[src/rtl/spd_pkg.sv]
package spd_pkg;

    typedef enum logic {
        MTR_IDLE  = 1'b0,
        MTR_COUNT = 1'b1
    } mtr_state_e;

    typedef struct packed {
        logic accel;
        logic locked;
    } verdict_t;

    function automatic int spd_target(input int base, input logic short_sel);
        return short_sel ? base : 2 * base;
    endfunction

    function automatic int spd_limit(input int base, input logic short_sel);
        return 2 * spd_target(base, short_sel);
    endfunction

    function automatic int spd_window(input int target);
        return target >> 4;
    endfunction

endpackage

[src/rtl/spd_period_meter.sv]
module spd_period_meter
    import spd_pkg::*;
#(
    parameter int BASE = 512,
    parameter int CW   = 12
) (
    input  logic          clk,
    input  logic          rst,
    input  logic          tick,
    input  logic          fg,
    input  logic          short_sel,
    output logic          meas_valid,
    output logic [CW-1:0] meas_count,
    output logic          meas_short
);
    localparam int CWP1 = CW + 1;

    mtr_state_e    state;
    logic [CW-1:0] cnt;
    logic [CW:0]   lim;
    logic [CW:0]   sum;
    logic [CW-1:0] closed;

    always_comb begin
        lim    = CWP1'(spd_limit(BASE, short_sel));
        sum    = {1'b0, cnt} + CWP1'(tick);
        closed = (sum > lim) ? lim[CW-1:0] : sum[CW-1:0];
    end

    always_ff @(posedge clk) begin
        if (rst) begin
            state      <= MTR_IDLE;
            cnt        <= '0;
            meas_valid <= 1'b0;
            meas_count <= '0;
            meas_short <= 1'b1;
        end else begin
            meas_valid <= 1'b0;
            case (state)
                MTR_IDLE: begin
                    if (fg) begin
                        state <= MTR_COUNT;
                        cnt   <= '0;
                    end
                end
                MTR_COUNT: begin
                    if (fg) begin
                        state      <= MTR_IDLE;
                        meas_valid <= 1'b1;
                        meas_count <= closed;
                        meas_short <= short_sel;
                    end else if (tick && ({1'b0, cnt} < lim)) begin
                        cnt <= cnt + 1'b1;
                    end
                end
                default: state <= MTR_IDLE;
            endcase
        end
    end

    // a closed measurement never exceeds twice its target
    assert_sat_limit_R6: assert property (@(posedge clk) disable iff (rst)
        meas_valid |-> ({1'b0, meas_count} <= CWP1'(spd_limit(BASE, meas_short))));

    // a closing pulse is always followed by an opening one
    assert_alternate_R3: assert property (@(posedge clk) disable iff (rst)
        meas_valid |=> !meas_valid);

endmodule

[src/rtl/spd_judge.sv]
module spd_judge
    import spd_pkg::*;
#(
    parameter int BASE = 512,
    parameter int CW   = 12
) (
    input  logic          clk,
    input  logic          rst,
    input  logic          valid_i,
    input  logic [CW-1:0] count_i,
    input  logic          short_i,
    output logic          accel_o,
    output logic          lock_n_o
);
    localparam int CWP1 = CW + 1;

    logic [CW:0] tgt;
    logic [CW:0] win;
    logic [CW:0] cnt_w;
    logic [CW:0] diff;
    verdict_t    vd;

    always_comb begin
        tgt   = CWP1'(spd_target(BASE, short_i));
        win   = CWP1'(spd_window(spd_target(BASE, short_i)));
        cnt_w = {1'b0, count_i};
        diff  = (cnt_w >= tgt) ? (cnt_w - tgt) : (tgt - cnt_w);
        vd.accel  = cnt_w > tgt;
        vd.locked = diff <= win;
    end

    always_ff @(posedge clk) begin
        if (rst) begin
            accel_o  <= 1'b0;
            lock_n_o <= 1'b1;
        end else if (valid_i) begin
            accel_o  <= vd.accel;
            lock_n_o <= !vd.locked;
        end
    end

    // the lock flag moves only right after a verdict
    assert_lock_on_eval_R7: assert property (@(posedge clk) disable iff (rst)
        !$stable(lock_n_o) |-> $past(valid_i));

    // the direction output moves only right after a verdict
    assert_accel_on_eval_R7: assert property (@(posedge clk) disable iff (rst)
        !$stable(accel_o) |-> $past(valid_i));

endmodule

[src/rtl/spd_ref_phase.sv]
module spd_ref_phase
    import spd_pkg::*;
#(
    parameter int BASE = 512,
    parameter int CW   = 12
) (
    input  logic clk,
    input  logic rst,
    input  logic tick,
    input  logic fg,
    input  logic short_sel,
    output logic mark_o,
    output logic phase_o
);
    localparam int CWP1 = CW + 1;

    logic [CW-1:0] pos;
    logic [CW:0]   tgt;
    logic          at_end;
    logic          early_half;

    always_comb begin
        tgt        = CWP1'(spd_target(BASE, short_sel));
        at_end     = ({1'b0, pos} >= (tgt - 1'b1));
        early_half = ({1'b0, pos} < (tgt >> 1));
    end

    always_ff @(posedge clk) begin
        if (rst) begin
            pos     <= '0;
            mark_o  <= 1'b0;
            phase_o <= 1'b0;
        end else begin
            mark_o <= tick && at_end;
            if (tick) begin
                pos <= at_end ? '0 : pos + 1'b1;
            end
            if (fg) begin
                phase_o <= early_half;
            end
        end
    end

    // every mark comes from a tick
    assert_mark_from_tick_R8: assert property (@(posedge clk) disable iff (rst)
        mark_o |-> $past(tick));

    // marks are single-cycle
    assert_mark_single_R8: assert property (@(posedge clk) disable iff (rst)
        mark_o |=> !mark_o);

    // phase verdict changes only after a tachometer pulse
    assert_phase_on_fg_R9: assert property (@(posedge clk) disable iff (rst)
        !$stable(phase_o) |-> $past(fg));

endmodule

[src/rtl/spd_discriminator.sv]
module spd_discriminator
    import spd_pkg::*;
#(
    parameter int BASE = 512
) (
    input  logic clk,
    input  logic rst,
    input  logic ref_tick,
    input  logic fg_pulse,
    input  logic short_count,
    output logic accel,
    output logic lock_n,
    output logic ref_mark,
    output logic phase_late
);
    localparam int N_LONG = 2 * BASE;
    localparam int CW     = $clog2(2 * N_LONG + 1);

    logic          m_valid;
    logic [CW-1:0] m_count;
    logic          m_short;

    spd_period_meter #(.BASE(BASE), .CW(CW)) u_meter (
        .clk        (clk),
        .rst        (rst),
        .tick       (ref_tick),
        .fg         (fg_pulse),
        .short_sel  (short_count),
        .meas_valid (m_valid),
        .meas_count (m_count),
        .meas_short (m_short)
    );

    spd_judge #(.BASE(BASE), .CW(CW)) u_judge (
        .clk      (clk),
        .rst      (rst),
        .valid_i  (m_valid),
        .count_i  (m_count),
        .short_i  (m_short),
        .accel_o  (accel),
        .lock_n_o (lock_n)
    );

    spd_ref_phase #(.BASE(BASE), .CW(CW)) u_ref (
        .clk       (clk),
        .rst       (rst),
        .tick      (ref_tick),
        .fg        (fg_pulse),
        .short_sel (short_count),
        .mark_o    (ref_mark),
        .phase_o   (phase_late)
    );

    // outputs sit at their idle values in the cycle after reset
    assert_reset_idle_R1: assert property (@(posedge clk)
        $past(rst) |-> (!accel && lock_n && !ref_mark && !phase_late));

endmodule

[config.mk]
export PLATFORM = sky130hd
export DESIGN_NAME = spd_discriminator
export DESIGN_NICKNAME = d
export VERILOG_FILES = /design/src/rtl/spd_pkg.sv /design/src/rtl/spd_period_meter.sv /design/src/rtl/spd_judge.sv /design/src/rtl/spd_ref_phase.sv /design/src/rtl/spd_discriminator.sv
export SDC_FILE = /design/constraint.sdc
export NUM_CORES = 1
export LEC_CHECK = 0
export CAP_MARGIN = 20
export CORE_UTILIZATION = 40
export DETAILED_ROUTE_END_ITERATION = 12
export DONT_BUFFER_PORTS = 1
export HOLD_SLACK_MARGIN = 0.06
export SETUP_SLACK_MARGIN = 0.3
export SYNTH_ARGS = -nofsm -noshare
export SYNTH_HDL_FRONTEND = slang
export SYNTH_SLANG_ARGS = --single-unit
[constraint.sdc]
create_clock -name clk -period 2.7 [get_ports clk]
set_input_delay 0.27 -clock clk [delete_from_list [all_inputs] [get_ports clk]]
set_output_delay 0.27 -clock clk [all_outputs]
set_load 0.1 [all_outputs]
### Word level (Yosys, flattened, before mapping)

Cells that the tools add are included.

| operators by class | value |
|---|---|
| add/subtract/negate cells | 6 |
| bitwise gates (word level) | 1 |
| shift operators | 0 |
| equal/unequal tests | 3 |
| order comparisons | 7 |
| div/mod/pow operators | 0 |
| muxes and demuxes | 12 |
| reductions and logical operators | 6 |
| $mul | 0 |

Operators by type and width:

| kind | count |
|---|---|
| two-way mux 12 bit | 5 |
| >= comparator 12 x 13 -> 1 bit | 2 |
| adder 12 x 1 -> 12 bit, second input constant | 2 |
| case mux 12 bit (2 select lines) | 1 |
| two-way mux 11 bit | 2 |
| adder 12 x 1 -> 13 bit | 1 |
| greater-than comparator 12 x 13 -> 1 bit | 1 |
| greater-than comparator 13 bit | 1 |
| <= comparator 13 bit | 1 |
| less-than comparator 12 x 13 -> 1 bit | 1 |
| two-way mux 13 bit | 1 |
| subtractor 12 x 13 -> 13 bit | 1 |
| subtractor 13 x 1 -> 13 bit, second input constant | 1 |
| subtractor 13 x 12 -> 13 bit | 1 |
| less-than comparator 12 bit | 1 |
| inequality test 2 bit, second input constant | 3 |
| AND reduction 3 bit | 1 |
| logical AND 1 bit | 2 |
| two-way mux 1 bit | 2 |
| case mux 1 bit (2 select lines) | 1 |
| AND reduction 2 bit | 1 |
| OR reduction 2 bit | 1 |
| logical NOT 1 bit | 1 |
| inverter 1 bit | 1 |

| storage, ports and cells | value |
|---|---|
| output and inout bits | 4 |
| latch bits | 0 |
| memories kept | 0 |
| register bits | 43 |
| RAM bits | 0 |
| bits in read-only memories | 0 |
| logic and storage cells | 45 |
| input bits | 5 |

### Depth between registers and ports, before layout

| logic depth | value |
|---|---|
| word-level depth | 6 |
| gate-level depth with buffers | 13 |
| gate-level depth less buffers | 13 |

### By module

From an unflattened synthesis, not the netlist that was laid out.

| unflattened totals | value |
|---|---|
| cells, all modules | 326 |
| area, all modules | 2761.4 um^2 |

By module, submodules not included:

| module | times used | area each (um^2) | cells each |
|---|---|---|---|
| spd_period_meter | 1 | 1650.3 | 198 |
| spd_ref_phase | 1 | 644.4 | 72 |
| spd_judge | 1 | 466.7 | 56 |

### Worst setup path before layout

Ideal clock, no wire load.

| timing | value |
|---|---|
| path kind | flip-flop to flip-flop |
| start point | reg u_meter.cnt[0] |
| end point | reg u_meter.meas_count[10] |
| setup time | 0.086 ns |
| clock period less this slack | 2.845 ns |
| data required time | 2.614 ns |
| cell stages (with the launch flop) | 12 |
| data arrival time | 2.758 ns |
| slack | -0.145 ns |
| cell sequence | dfxtp_1 > ha_1 > ha_1 > nand3_1 > nor2_1 > xnor2_1 > ha_1 > nand3_1 > or3_4 > o41a_1 > o21a_1 > a221oi_2 |

| on the way | value |
|---|---|
| word-level cells in the longest chain between the ends | 3 |

RTL lines:

| what | RTL line | source |
|---|---|---|
| from (decl) | spd_period_meter.sv:19 | `logic [CW-1:0] cnt;` |
| from (signal assigned) | spd_period_meter.sv:53 | `cnt <= cnt + 1'b1;` |
| adder 12 x 1 -> 13 bit * | spd_period_meter.sv:26 | `sum = {1'b0, cnt} + CWP1'(tick);` |
| greater-than comparator 13 bit | spd_period_meter.sv:27 | `closed = (sum > lim) ? lim[CW-1:0] : sum[CW-1:0];` |
| two-way mux 12 bit * | spd_period_meter.sv:27 |  |
| to (signal assigned) | spd_period_meter.sv:50 | `meas_count <= closed;` |
| to (decl) | spd_period_meter.sv:13 | `output logic [CW-1:0] meas_count,` |

Every way passes the cells marked *; elsewhere a longest branch is shown, timed or not.
A chain may end at the register's enable or synchronous reset.

### Worst setup path after layout

| timing | value |
|---|---|
| start point | reg u_meter.cnt[4] |
| end point | reg u_meter.meas_count[3] |

| on the way | value |
|---|---|
| word-level cells in the longest chain between the ends | 3 |

RTL lines:

| what | RTL line |
|---|---|
| adder 12 x 1 -> 13 bit | spd_period_meter.sv:26 |
| greater-than comparator 13 bit | spd_period_meter.sv:27 |
| two-way mux 12 bit | spd_period_meter.sv:27 |

No other way between the ends.

==> impl_metrics.ini <==
[run_status]
status = complete, no violations

[synth]
netlist_area_um2 = 2610
yosysSeqAreaShare_pct = 32.9
ys_ff_latch = 43
ys_warn_count = 0
synthCells = 307
ys_types = 55
syn_avg_cell_area_um2 = 8.51
synth-edff-count = 0
synth_ff_type = dfxtp_1
synth-async-reset-ratio_pct = 0
synth_nets = 330

[global_routing]
grt_remaining_overflow = 0
grt_pass1_vias = 2163
antenna_found_initial = 0
grt_pass1_wl_um = 10400
grt_max_degree = 18
groute.usage.overall_pct = 18.4

[placed_design]
place_inst = 383
dpl.hpwl_um = 4070
io_buffers = 0
globalplace.congestion = 0.793
dpl-instance-area_um2 = 2750

[cells_and_area]
drive_above_1_share_pct = 23.5
fin_util_pct = 51.2
fin_nets = 366
diodes = 0
final_cell_count_no_fill = 421
area_delta_synth_final_pct = 23.6
design_area_um2 = 3230

[flow_run]
maxCapViolCount = 0

[setup_path]
crit_fanout = 5
path_buf_inv = 2
crit_chain = nand4_1 > or2_4 > nor2_4 > xnor2_2 > ha_1 > nand3_1 > or3_4 > buf_6 > o41ai_4 > buf_4 > nand4_1 > a21oi_1
cp.arrival_ns = 2.83
path_common_cell = nand4_1
crit_type = reg2reg
path_delay_family = simple AND/OR/NAND/NOR gates
end_kind = register
start_kind = register
cp_data_required_time_ns = 2.94
crit_slowest_cell = dfxtp_1
max_stage_delay_ns = 0.36

[clock_tree]
clk_latency_ns = 0.30
cts_inserted_buffers = 5
cts_root_buf = clkbuf_8
clock_sinks = 43
clk_path_buf_depth = 2
clk_pin_slew_ns = 0.09
htree_levels = 2
cts_tree = yes

[sta]
slew_violations = 0
finalHoldViolations = 0
tns_ns = 0
finalSetupViolCount = 0
rsz0062_at_grt = true
tightest_slew_ns = 0.973
min_period_over_period_pct = 95.8
final.setup_skew_ns = 0.00434
slew_headroom_pct = 35.1
layout_min_cycle_time_ns = 2.59
fmax_mhz = 387

[min_path]
min_path_type = in2reg

[floorplan]
num_rows = 29
core_um2 = 6310
die_y_um = 82.8
die_area_um2 = 6860
ios = 9
initial_core_util_pct = 41.4
die_x_um = 82.8

[drt]
drt_iter0_markers = 67
drtAntennaViolNets = 0
dr_total_vias = 2258
vias_per_cell = 5.36
wirelength_um = 6120
wl_per_cell_um = 14.5
drt-pass1-iter-count = 4
drc = 0

[pwr]
power_leakage_nw = 1.25
ir_drop_uv = 285
total_power_mw = 1.37
powerDensity_nw_per_um2 = 423
-- power by group --
group | switching, mW | total, mW | internal, mW
logic | 0.0896 | 0.167 | 0.0775
registers | 0.0191 | 0.664 | 0.645
clock network | 0.253 | 0.534 | 0.281
-- area by class of cell --
type / count / area [µm²]
fill: 607 / 3080
multi-input combinational: 232 / 1670
sequential: 43 / 873
timing repair buffer: 46 / 422
tap: 77 / 96.3
clock buffer: 5 / 68.8
inverter: 15 / 56.3
clock inverter: 3 / 47.5
-- metrics by stage --
stage / setup slack, ns / hold WS [ns]
2_1_floorplan: 0.166 / 0.400
3_3_place_gp: 0.141 / 0.341
3_5_place_dp: 0.0947 / 0.341
4_1_cts: 0.153 / 0.0642
5_1_grt: -0.0142 / 0.0719
6_report: 0.114 / 0.0656
-- synth_stat cells, types with 2 or more instances --
library cell / n / area share (%)
or3_1: 4 / 0.96
nand2b_1: 3 / 0.72
nand3b_1: 2 / 0.57
o311ai_0: 2 / 0.67
xnor2_1: 17 / 5.7
and4_1: 3 / 1.0
o21ai_0: 7 / 1.3
a21oi_1: 19 / 3.6
nand2_1: 30 / 4.3
dfxtp_1: 43 / 33
inv_1: 15 / 2.2
ha_1: 17 / 8.1
clkbuf_1: 6 / 0.86
nor2_1: 37 / 5.3
a31oi_1: 3 / 0.72
buf_6: 7 / 3.0
or4_1: 2 / 0.57
nor2b_1: 2 / 0.48
nor3_1: 10 / 1.9
and3_1: 5 / 1.2
nor4_1: 2 / 0.48
nand4_1: 16 / 3.8
xor2_1: 16 / 5.4
a21o_1: 2 / 0.57
nand3_1: 7 / 1.3
-- sequential cells by signal, summed over array words and instances, names as in the netlist --
register	flops
u_meter.state	1
u_ref.mark_o	1
u_judge.accel_o	1
u_ref.phase_o	1
u_meter.meas_count	12
u_meter.meas_short	1
u_meter.meas_valid	1
u_ref.pos	12
u_meter.cnt	12
u_judge.lock_n_o	1
-- worst paths after layout --
path                         start                     end  slack, ns  cells past startpoint
min                            rst  u_meter.meas_count[11]       0.07                      1
max reg2reg         u_meter.cnt[4]   u_meter.meas_count[3]       0.11                     12
max                 u_meter.cnt[4]   u_meter.meas_count[3]       0.11                     12
min reg2reg  u_meter.meas_count[1]   u_meter.meas_count[1]       0.47                      2
-- kinds of logic (layout without fill, tap and decap cells) --
| logic type | after synthesis | after routing | synth area share (%) |
|---|---|---|---|
| buffers and inverters | 32 | 69 | 7.37 |
| adders and majority gates | 18 | 18 | 8.90 |
| and+or+nand+nor | 133 | 133 | 26.6 |
| DFF | 43 | 43 | 32.9 |
| xor gates and xnor gates | 33 | 33 | 11.1 |
| AOI/OAI and AO/OA | 46 | 46 | 12.3 |
| muxes | 2 | 2 | 0.814 |
-- routing by layer --
layer | vias up | global-route usage (%) | routed length [µm] | part of all wire (%)
met5 | - | 0 | 0 | 0
met4 | 0 | 7.05 | 113 | 1.8
met3 | 14 | 3.58 | 252 | 4.1
met2 | 40 | 30.5 | 2930 | 48
met1 | 1062 | 23.5 | 2820 | 46
li1 | 1142 | - | - | -
-- worst reg2reg max path, stage by stage, from the launching register on --
cell and delay (ns):
dfxtp_1 0.36, nand4_1 0.16, or2_4 0.29, nor2_4 0.12, xnor2_2 0.09, ha_1 0.28
nand3_1 0.06, or3_4 0.34, buf_6 0.13, o41ai_4 0.26, buf_4 0.21, nand4_1 0.11
a21oi_1 0.14
-- placed cells by master, fill, tap and decap left out, types with 5 or more instances in the layout --
| master | instances |
|---|---|
| dfxtp_2 | 10 |
| dfxtp_1 | 33 |
| buf_6 | 15 |
| nor2_1 | 36 |
| nand4_1 | 16 |
| clkbuf_8 | 5 |
| buf_4 | 23 |
| xnor2_1 | 16 |
| a21oi_1 | 19 |
| and3_1 | 5 |
| inv_1 | 13 |
| dlygate4sd3_1 | 8 |
| nand2_1 | 30 |
| o21ai_0 | 6 |
| nand3_1 | 6 |
| ha_1 | 13 |
| nor3_1 | 9 |
| xor2_1 | 16 |
-- timing repair --
| action | in CTS | in global routing |
|---|---|---|
| setup buffers | 17 | 4 |
| gates cloned | 0 | 1 |
| endpoints found under the setup margin | 13 | 16 |
| endpoints found under the hold margin | 17 | 0 |
| pin swaps | 8 | 7 |
| resized for setup | 12 | 24 |
| hold buffers | 8 | 0 |
Power figures use the tool's default switching activity.
